--- config.mk ---
export PLATFORM = sky130hd
export DESIGN_NAME = home_dir_ctrl
export DESIGN_NICKNAME = d
export VERILOG_FILES = /design/src/rtl/hdir_pkg.sv /design/src/rtl/hdir_ctrl.sv /design/src/rtl/hdir_datapath.sv /design/src/rtl/home_dir_ctrl.sv
export SDC_FILE = /design/constraint.sdc
export NUM_CORES = 1
export LEC_CHECK = 0
export BUFFER_PORTS_ARGS = -buffer_cell sky130_fd_sc_hd__buf_2
export CORE_MARGIN = 10
export CORE_UTILIZATION = 40
export CTS_CLUSTER_SIZE = 40
export DETAILED_ROUTE_END_ITERATION = 10
export GPL_TIMING_DRIVEN = 0
export MAX_ROUTING_LAYER = met4
export SLEW_MARGIN = 40
export SYNTH_ARGS = -nofsm -noshare
export SYNTH_HDL_FRONTEND = slang
export SYNTH_SLANG_ARGS = --single-unit
export TNS_END_PERCENT = 5
--- constraint.sdc ---
create_clock -name clk -period 3.49 [get_ports clk]
set_input_delay 0 -clock clk [delete_from_list [all_inputs] [get_ports clk]]
set_output_delay 0 -clock clk [all_outputs]
set_load 0.02 [all_outputs]
--- src/rtl/hdir_pkg.sv ---
package hdir_pkg;
  typedef enum logic [1:0] {
    BLK_SHARED    = 2'd0,
    BLK_OWNED     = 2'd1,
    BLK_WAIT_INV  = 2'd2,
    BLK_WAIT_DATA = 2'd3
  } blkState_t;

  localparam logic [1:0] RSP_INV_ACK = 2'd0;
  localparam logic [1:0] RSP_WB      = 2'd1;
  localparam logic [1:0] RSP_FLUSH   = 2'd2;

  localparam logic [1:0] PRB_INV   = 2'd0;
  localparam logic [1:0] PRB_WB    = 2'd1;
  localparam logic [1:0] PRB_FLUSH = 2'd2;

  typedef struct packed {
    logic      wrDir;
    blkState_t nextState;
    logic      wrMem;
    logic      sendGrant;
    logic      grantExcl;
    logic      sendProbe;
    logic [1:0] probeKind;
  } strobe_t;
endpackage

--- src/rtl/hdir_ctrl.sv ---
module hdir_ctrl
  import hdir_pkg::*;
#(
  parameter int NUM_SITES = 4,
  parameter int SITE_W    = 2,
  parameter int ADDR_W    = 2
) (
  input  logic                 reqValid,
  input  logic                 reqExcl,
  input  logic [SITE_W-1:0]    reqSite,
  input  logic [ADDR_W-1:0]    reqAddr,
  input  logic                 rspValid,
  input  logic [1:0]           rspKind,
  input  logic [SITE_W-1:0]    rspSite,
  input  logic [ADDR_W-1:0]    rspAddr,
  input  blkState_t            curState,
  input  logic [NUM_SITES-1:0] curMask,
  output logic [ADDR_W-1:0]    selAddr,
  output logic [SITE_W-1:0]    selSite,
  output logic                 reqTaken,
  output logic                 rspTaken,
  output strobe_t              strb,
  output logic [NUM_SITES-1:0] nextMask,
  output logic [NUM_SITES-1:0] probeMask
);
  logic [NUM_SITES-1:0] siteBit;
  logic [NUM_SITES-1:0] others;

  // responses take the shared lookup port ahead of requests
  assign selAddr = rspValid ? rspAddr : reqAddr;
  assign selSite = rspValid ? rspSite : reqSite;

  always_comb begin
    siteBit = '0;
    siteBit[selSite] = 1'b1;
  end

  assign others = curMask & ~siteBit;

  always_comb begin
    reqTaken  = 1'b0;
    rspTaken  = 1'b0;
    strb      = '0;
    strb.nextState = BLK_SHARED;
    nextMask  = curMask;
    probeMask = '0;
    if (rspValid) begin
      rspTaken = 1'b1;
      unique case (rspKind)
        RSP_INV_ACK: begin
          if (curState == BLK_SHARED || curState == BLK_WAIT_INV) begin
            strb.wrDir = 1'b1;
            nextMask = curMask & ~siteBit;
            if (curState == BLK_WAIT_INV && nextMask != '0)
              strb.nextState = BLK_WAIT_INV;
            else
              strb.nextState = BLK_SHARED;
          end
        end
        RSP_WB, RSP_FLUSH: begin
          if (curState == BLK_OWNED || curState == BLK_WAIT_DATA) begin
            strb.wrDir = 1'b1;
            strb.wrMem = 1'b1;
            strb.nextState = BLK_SHARED;
            nextMask = (rspKind == RSP_WB) ? siteBit : '0;
          end
        end
        default: ;
      endcase
    end else if (reqValid) begin
      unique case (curState)
        BLK_SHARED: begin
          if (!reqExcl) begin
            reqTaken = 1'b1;
            if ((curMask & siteBit) == '0) begin
              strb.wrDir = 1'b1;
              strb.nextState = BLK_SHARED;
              nextMask = curMask | siteBit;
              strb.sendGrant = 1'b1;
            end
          end else if (others == '0) begin
            reqTaken = 1'b1;
            strb.wrDir = 1'b1;
            strb.nextState = BLK_OWNED;
            nextMask = siteBit;
            strb.sendGrant = 1'b1;
            strb.grantExcl = 1'b1;
          end else begin
            strb.wrDir = 1'b1;
            strb.nextState = BLK_WAIT_INV;
            nextMask = others;
            strb.sendProbe = 1'b1;
            strb.probeKind = PRB_INV;
            probeMask = others;
          end
        end
        BLK_OWNED: begin
          if ((curMask & siteBit) != '0) begin
            reqTaken = 1'b1;
          end else begin
            strb.wrDir = 1'b1;
            strb.nextState = BLK_WAIT_DATA;
            nextMask = curMask;
            strb.sendProbe = 1'b1;
            strb.probeKind = reqExcl ? PRB_FLUSH : PRB_WB;
            probeMask = curMask;
          end
        end
        default: ;  // transient: hold the request at the queue head
      endcase
    end
  end
endmodule

--- src/rtl/hdir_datapath.sv ---
module hdir_datapath
  import hdir_pkg::*;
#(
  parameter int NUM_SITES  = 4,
  parameter int NUM_BLOCKS = 4,
  parameter int SITE_W     = 2,
  parameter int ADDR_W     = 2,
  parameter int DATA_W     = 8
) (
  input  logic                 clk,
  input  logic                 rstN,
  input  strobe_t              strb,
  input  logic [NUM_SITES-1:0] nextMask,
  input  logic [NUM_SITES-1:0] probeMaskIn,
  input  logic [ADDR_W-1:0]    selAddr,
  input  logic [SITE_W-1:0]    selSite,
  input  logic [DATA_W-1:0]    wrData,
  output blkState_t            curState,
  output logic [NUM_SITES-1:0] curMask,
  output logic                 grantValid,
  output logic                 grantExcl,
  output logic [SITE_W-1:0]    grantSite,
  output logic [ADDR_W-1:0]    grantAddr,
  output logic [DATA_W-1:0]    grantData,
  output logic                 probeValid,
  output logic [1:0]           probeKind,
  output logic [NUM_SITES-1:0] probeMask,
  output logic [ADDR_W-1:0]    probeAddr
);
  blkState_t            dirState [NUM_BLOCKS];
  logic [NUM_SITES-1:0] dirMask  [NUM_BLOCKS];
  logic [DATA_W-1:0]    memData  [NUM_BLOCKS];
  logic [NUM_BLOCKS-1:0] blkHit;

  for (genvar b = 0; b < NUM_BLOCKS; b++) begin : g_hit
    assign blkHit[b] = (selAddr == ADDR_W'(b));
  end

  assign curState = dirState[selAddr];
  assign curMask  = dirMask[selAddr];

  always_ff @(posedge clk or negedge rstN) begin
    if (!rstN) begin
      for (int b = 0; b < NUM_BLOCKS; b++) begin
        dirState[b] <= BLK_SHARED;
        dirMask[b]  <= '0;
        memData[b]  <= '0;
      end
    end else begin
      for (int b = 0; b < NUM_BLOCKS; b++) begin
        if (blkHit[b] && strb.wrDir) begin
          dirState[b] <= strb.nextState;
          dirMask[b]  <= nextMask;
        end
        if (blkHit[b] && strb.wrMem) memData[b] <= wrData;
      end
    end
  end

  always_ff @(posedge clk or negedge rstN) begin
    if (!rstN) begin
      grantValid <= 1'b0;
      grantExcl  <= 1'b0;
      grantSite  <= '0;
      grantAddr  <= '0;
      grantData  <= '0;
      probeValid <= 1'b0;
      probeKind  <= '0;
      probeMask  <= '0;
      probeAddr  <= '0;
    end else begin
      grantValid <= strb.sendGrant;
      grantExcl  <= strb.grantExcl;
      grantSite  <= selSite;
      grantAddr  <= selAddr;
      grantData  <= memData[selAddr];
      probeValid <= strb.sendProbe;
      probeKind  <= strb.probeKind;
      probeMask  <= probeMaskIn;
      probeAddr  <= selAddr;
    end
  end
endmodule

--- src/rtl/home_dir_ctrl.sv ---
module home_dir_ctrl
  import hdir_pkg::*;
#(
  parameter int NUM_SITES  = 4,
  parameter int NUM_BLOCKS = 4,
  parameter int DATA_W     = 8,
  localparam int SITE_W    = $clog2(NUM_SITES),
  localparam int ADDR_W    = $clog2(NUM_BLOCKS)
) (
  input  logic                 clk,
  input  logic                 rstN,
  input  logic                 reqValid,
  input  logic                 reqExcl,
  input  logic [SITE_W-1:0]    reqSite,
  input  logic [ADDR_W-1:0]    reqAddr,
  output logic                 reqTaken,
  input  logic                 rspValid,
  input  logic [1:0]           rspKind,
  input  logic [SITE_W-1:0]    rspSite,
  input  logic [ADDR_W-1:0]    rspAddr,
  input  logic [DATA_W-1:0]    rspData,
  output logic                 rspTaken,
  output logic                 grantValid,
  output logic                 grantExcl,
  output logic [SITE_W-1:0]    grantSite,
  output logic [ADDR_W-1:0]    grantAddr,
  output logic [DATA_W-1:0]    grantData,
  output logic                 probeValid,
  output logic [1:0]           probeKind,
  output logic [NUM_SITES-1:0] probeMask,
  output logic [ADDR_W-1:0]    probeAddr
);
  strobe_t              strb;
  blkState_t            curState;
  logic [NUM_SITES-1:0] curMask;
  logic [NUM_SITES-1:0] nextMask;
  logic [NUM_SITES-1:0] probeMaskNext;
  logic [ADDR_W-1:0]    selAddr;
  logic [SITE_W-1:0]    selSite;

  hdir_ctrl #(.NUM_SITES(NUM_SITES), .SITE_W(SITE_W), .ADDR_W(ADDR_W)) i_ctrl (
    .reqValid(reqValid), .reqExcl(reqExcl), .reqSite(reqSite), .reqAddr(reqAddr),
    .rspValid(rspValid), .rspKind(rspKind), .rspSite(rspSite), .rspAddr(rspAddr),
    .curState(curState), .curMask(curMask),
    .selAddr(selAddr), .selSite(selSite),
    .reqTaken(reqTaken), .rspTaken(rspTaken),
    .strb(strb), .nextMask(nextMask), .probeMask(probeMaskNext)
  );

  hdir_datapath #(.NUM_SITES(NUM_SITES), .NUM_BLOCKS(NUM_BLOCKS), .SITE_W(SITE_W),
                  .ADDR_W(ADDR_W), .DATA_W(DATA_W)) i_dp (
    .clk(clk), .rstN(rstN), .strb(strb), .nextMask(nextMask),
    .probeMaskIn(probeMaskNext), .selAddr(selAddr), .selSite(selSite),
    .wrData(rspData), .curState(curState), .curMask(curMask),
    .grantValid(grantValid), .grantExcl(grantExcl), .grantSite(grantSite),
    .grantAddr(grantAddr), .grantData(grantData),
    .probeValid(probeValid), .probeKind(probeKind), .probeMask(probeMask),
    .probeAddr(probeAddr)
  );
endmodule

==> results.md <==
- Core region area: 9860 µm²
- Predominant post-synthesis flop cell: dfrtp_1
- Crit. Startpoint: rspValid
- Endpoints failing setup: 0
- Vias: 3052
- Maximum vdd drop: 0.000236 V
- Status: completed
- Root buffer cell: clkbuf_8
- Peak Freq: 0.352 GHz
- Avg WL per Cell: 16.9 µm
- Initial antenna violation count: 0
- Crit Path Category: primary input to flop
- Post-DRT Antenna Nets: 0
- Critical Path, Cell by Cell: buf_4 > mux2i_4 > inv_4 > buf_6 > mux2i_1 > mux2i_1 > or3b_2 > o221a_4 > nor3_4 > mux2_2
- Crit. End Element: flop
- Buf/Inv on CP: 3
- Row Count: 36
- First-pass GRT wire length: 16200 µm
- Largest net degree at the start of global routing: 63
- Cell repeated most along the worst path: mux2i_1
- HP Class: primary input to async pin
- Slew Viols, Final: 0
- Max clock buf depth: 2
- Setup crit start kind: primary input
- Routability cong.: 0.858
- Post-synth EDFFs: 0
- TritonCTS Buffers: 9
- Number of global-route vias before repair: 3040
- Clock Latency Late Sink: between 0.3 and 0.4 ns
- Post-synth ARST share: 100%
- Max FO, Critical Path: 10
- Crit path depth: 10
- Initial core utilization: 41.4%
- CP max stage cell: mux2i_4
- # placed instances: approximately 540
- DRC: 0
- DP HPWL: 7080 µm
- Die W: 121 µm
- Worst-path clk slew: roughly 0.080 ns
- Mapped Avg Cell Area: 11.2 µm²
- Setup TNS: 0 ns
- Synth cell types: 46
- Via/cell ratio: 5.35
- Cell Count, Final, Fillers Out: 570
- Crit share post-route: 81.4%
- Sequential fraction of the synthesis area: 47.2%
- Layout Nets: 458
- Die H: around 120 µm
- Overall routed net length: 9650 µm
- Crit-path leading delay family: multiplexers
- H-tree depth: 3
- Worst Path Required: ~3.7 ns
- Share of cells above drive strength 1: ~30%
- Worst Tran Pin Value: slightly above 0.7 ns
- PwrDens: 577 nW/µm²
- Post-cts resize count: 0
- Hold Fails Final Rpt: 0
- Clk sinks: 77
- CTS tree: done
- Drt first pass iters: 7
- Worst EP arrival: 3.09 ns
- R2r startpoint: i_dp.dirState[2]
- Overflow after GRT: 0
- Synthesis Warnings: 0
- Global Route Usage Sum: about 14%
- CTS Hold Bufs: 10
- CP max stage delay: 0.56 ns
- Minimum clock period: 2.84 ns
- Cells after Synth: 364
- Max cap viols: 0
- Reg2reg path depth: 7
- Count of port buffers added during placement: 46
- Syn nets: 390
- Detailed Route Iter0 Violations: 240
- Mapped cell area: between 4000 and 5000 µm²
- Rel. slew slack: 52.1%
- Area growth, synth to finish: 17.9%
- Die area: 14600 µm²
- #FFs+latches synth: 77
- Top Ports: 48
- P_leak: approximately 2.3 nW
- # diodes: 0
- RSZ-0062 raised after global routing: false
- Worst clock skew: 0.00715 ns
- Post-CTS setup buffer count: 0
[worst reg2reg max path, delay by kind of cell, from the launching register on]
family,cells,cell delay [ns]
and+or+nand+nor,3,1.02
AOI/OAI and AO/OA,1,0.20
DFF,1,0.44
muxes,3,0.94
[logic make-up (layout without fill, tap and decap cells)]
kind of cell    Yosys count  in the layout  synth area share (%)
buf+inv                  36            109                  4.02
mux                      88             88                  26.5
flops                    77             77                  47.2
simple gates            112            112                  13.3
fa+ha+maj                 3              3                 0.919
compound gates           48             48                  8.09
[metal layers]
layer	vias to the layer above	global-route usage [%]	wire length, µm
met5	-	-	0
met4	0	7.47	218
met3	17	2.37	542
met2	93	20.8	4490
met1	1494	18.6	4410
li1	1448	-	-
[stage by stage]
step,hold slack (ns),instance area [µm²],utilization [%],setup slack (ns),power [mW]
2_1_floorplan,-0.296,4080,-,0.829,1.82
3_3_place_gp,0.225,4480,45.4,0.315,2.05
3_5_place_dp,-0.153,4510,45.8,0.276,2.08
4_1_cts,0.0147,4810,48.8,0.679,2.79
5_1_grt,0.0490,4810,48.8,0.460,2.95
6_report,0.0193,4810,48.8,0.649,2.78
[placed cells by master, fill, tap and decap left out, drive strengths merged, types with 5 or more instances in the layout]
cell,count
a21oi,10
a31oi,11
and3,9
buf,55
clkbuf,18
dfrtp,77
dlygate4sd3,10
inv,21
mux2,48
mux2i,30
mux4,10
nand2,52
nand4,5
nor2,25
nor3,9
o21ai,8
[cells in the mapped netlist (3+ instances only)]
| cell type | instances | area [µm²] |
|---|---|---|
| a21oi_1 | 10 | 50.1 |
| a22oi_1 | 4 | 30.0 |
| a31oi_1 | 11 | 68.8 |
| and3_1 | 9 | 56.3 |
| buf_4 | 5 | 37.5 |
| clkbuf_1 | 7 | 26.3 |
| dfrtp_1 | 77 | 1930 |
| ha_1 | 3 | 37.5 |
| inv_1 | 17 | 63.8 |
| mux2_1 | 6 | 67.6 |
| mux2_2 | 42 | 473 |
| mux2i_1 | 28 | 280 |
| mux4_2 | 10 | 225 |
| nand2_1 | 52 | 195 |
| nand2b_1 | 3 | 18.8 |
| nand3_1 | 3 | 15.0 |
| nand4_1 | 5 | 31.3 |
| nor2_1 | 25 | 93.8 |
| nor3_1 | 5 | 25.0 |
| nor3_4 | 4 | 65.1 |
| o21ai_0 | 7 | 35.0 |
[area by class of cell]
cell class	instances	area [µm²]
multi-input combinational	251	1990
sequential	77	1930
clock inverter	5	57.6
timing repair buffer	57	364
inverter	21	81.3
tap	133	166
clock buffer	11	141
fill	903	5050
buffer	15	82.6
[path summary, 6_finish.rpt]
path / end / slack (ns)
max: i_dp.dirMask[15] / 0.65
min: i_dp.dirMask[8] / 0.02
max reg2reg: i_dp.dirMask[15] / 0.77
min reg2reg: i_dp.memData[12] / 0.51
max in group asynchronous: i_dp.grantData[2] / 2.93
min in group clk: i_dp.grantSite[1] / 0.02
[report_power, final]
group	internal [mW]	total [mW]	switching [mW]
combinational	0.396	0.874	0.478
clock	0.353	0.704	0.351
sequential	1.07	1.20	0.132
total	1.82	2.78	0.961
[registers in the layout, indices dropped and copies added (netlist names)]
signal and count:
i_dp.grantData 8, i_dp.grantValid 1, i_dp.probeValid 1, i_dp.probeMask 4
i_dp.memData 32, i_dp.dirMask 16, i_dp.grantSite 2, i_dp.grantAddr 2
i_dp.grantExcl 1, i_dp.dirState 8, i_dp.probeKind 2
Note: power is estimated with default switching activity, not from simulation.
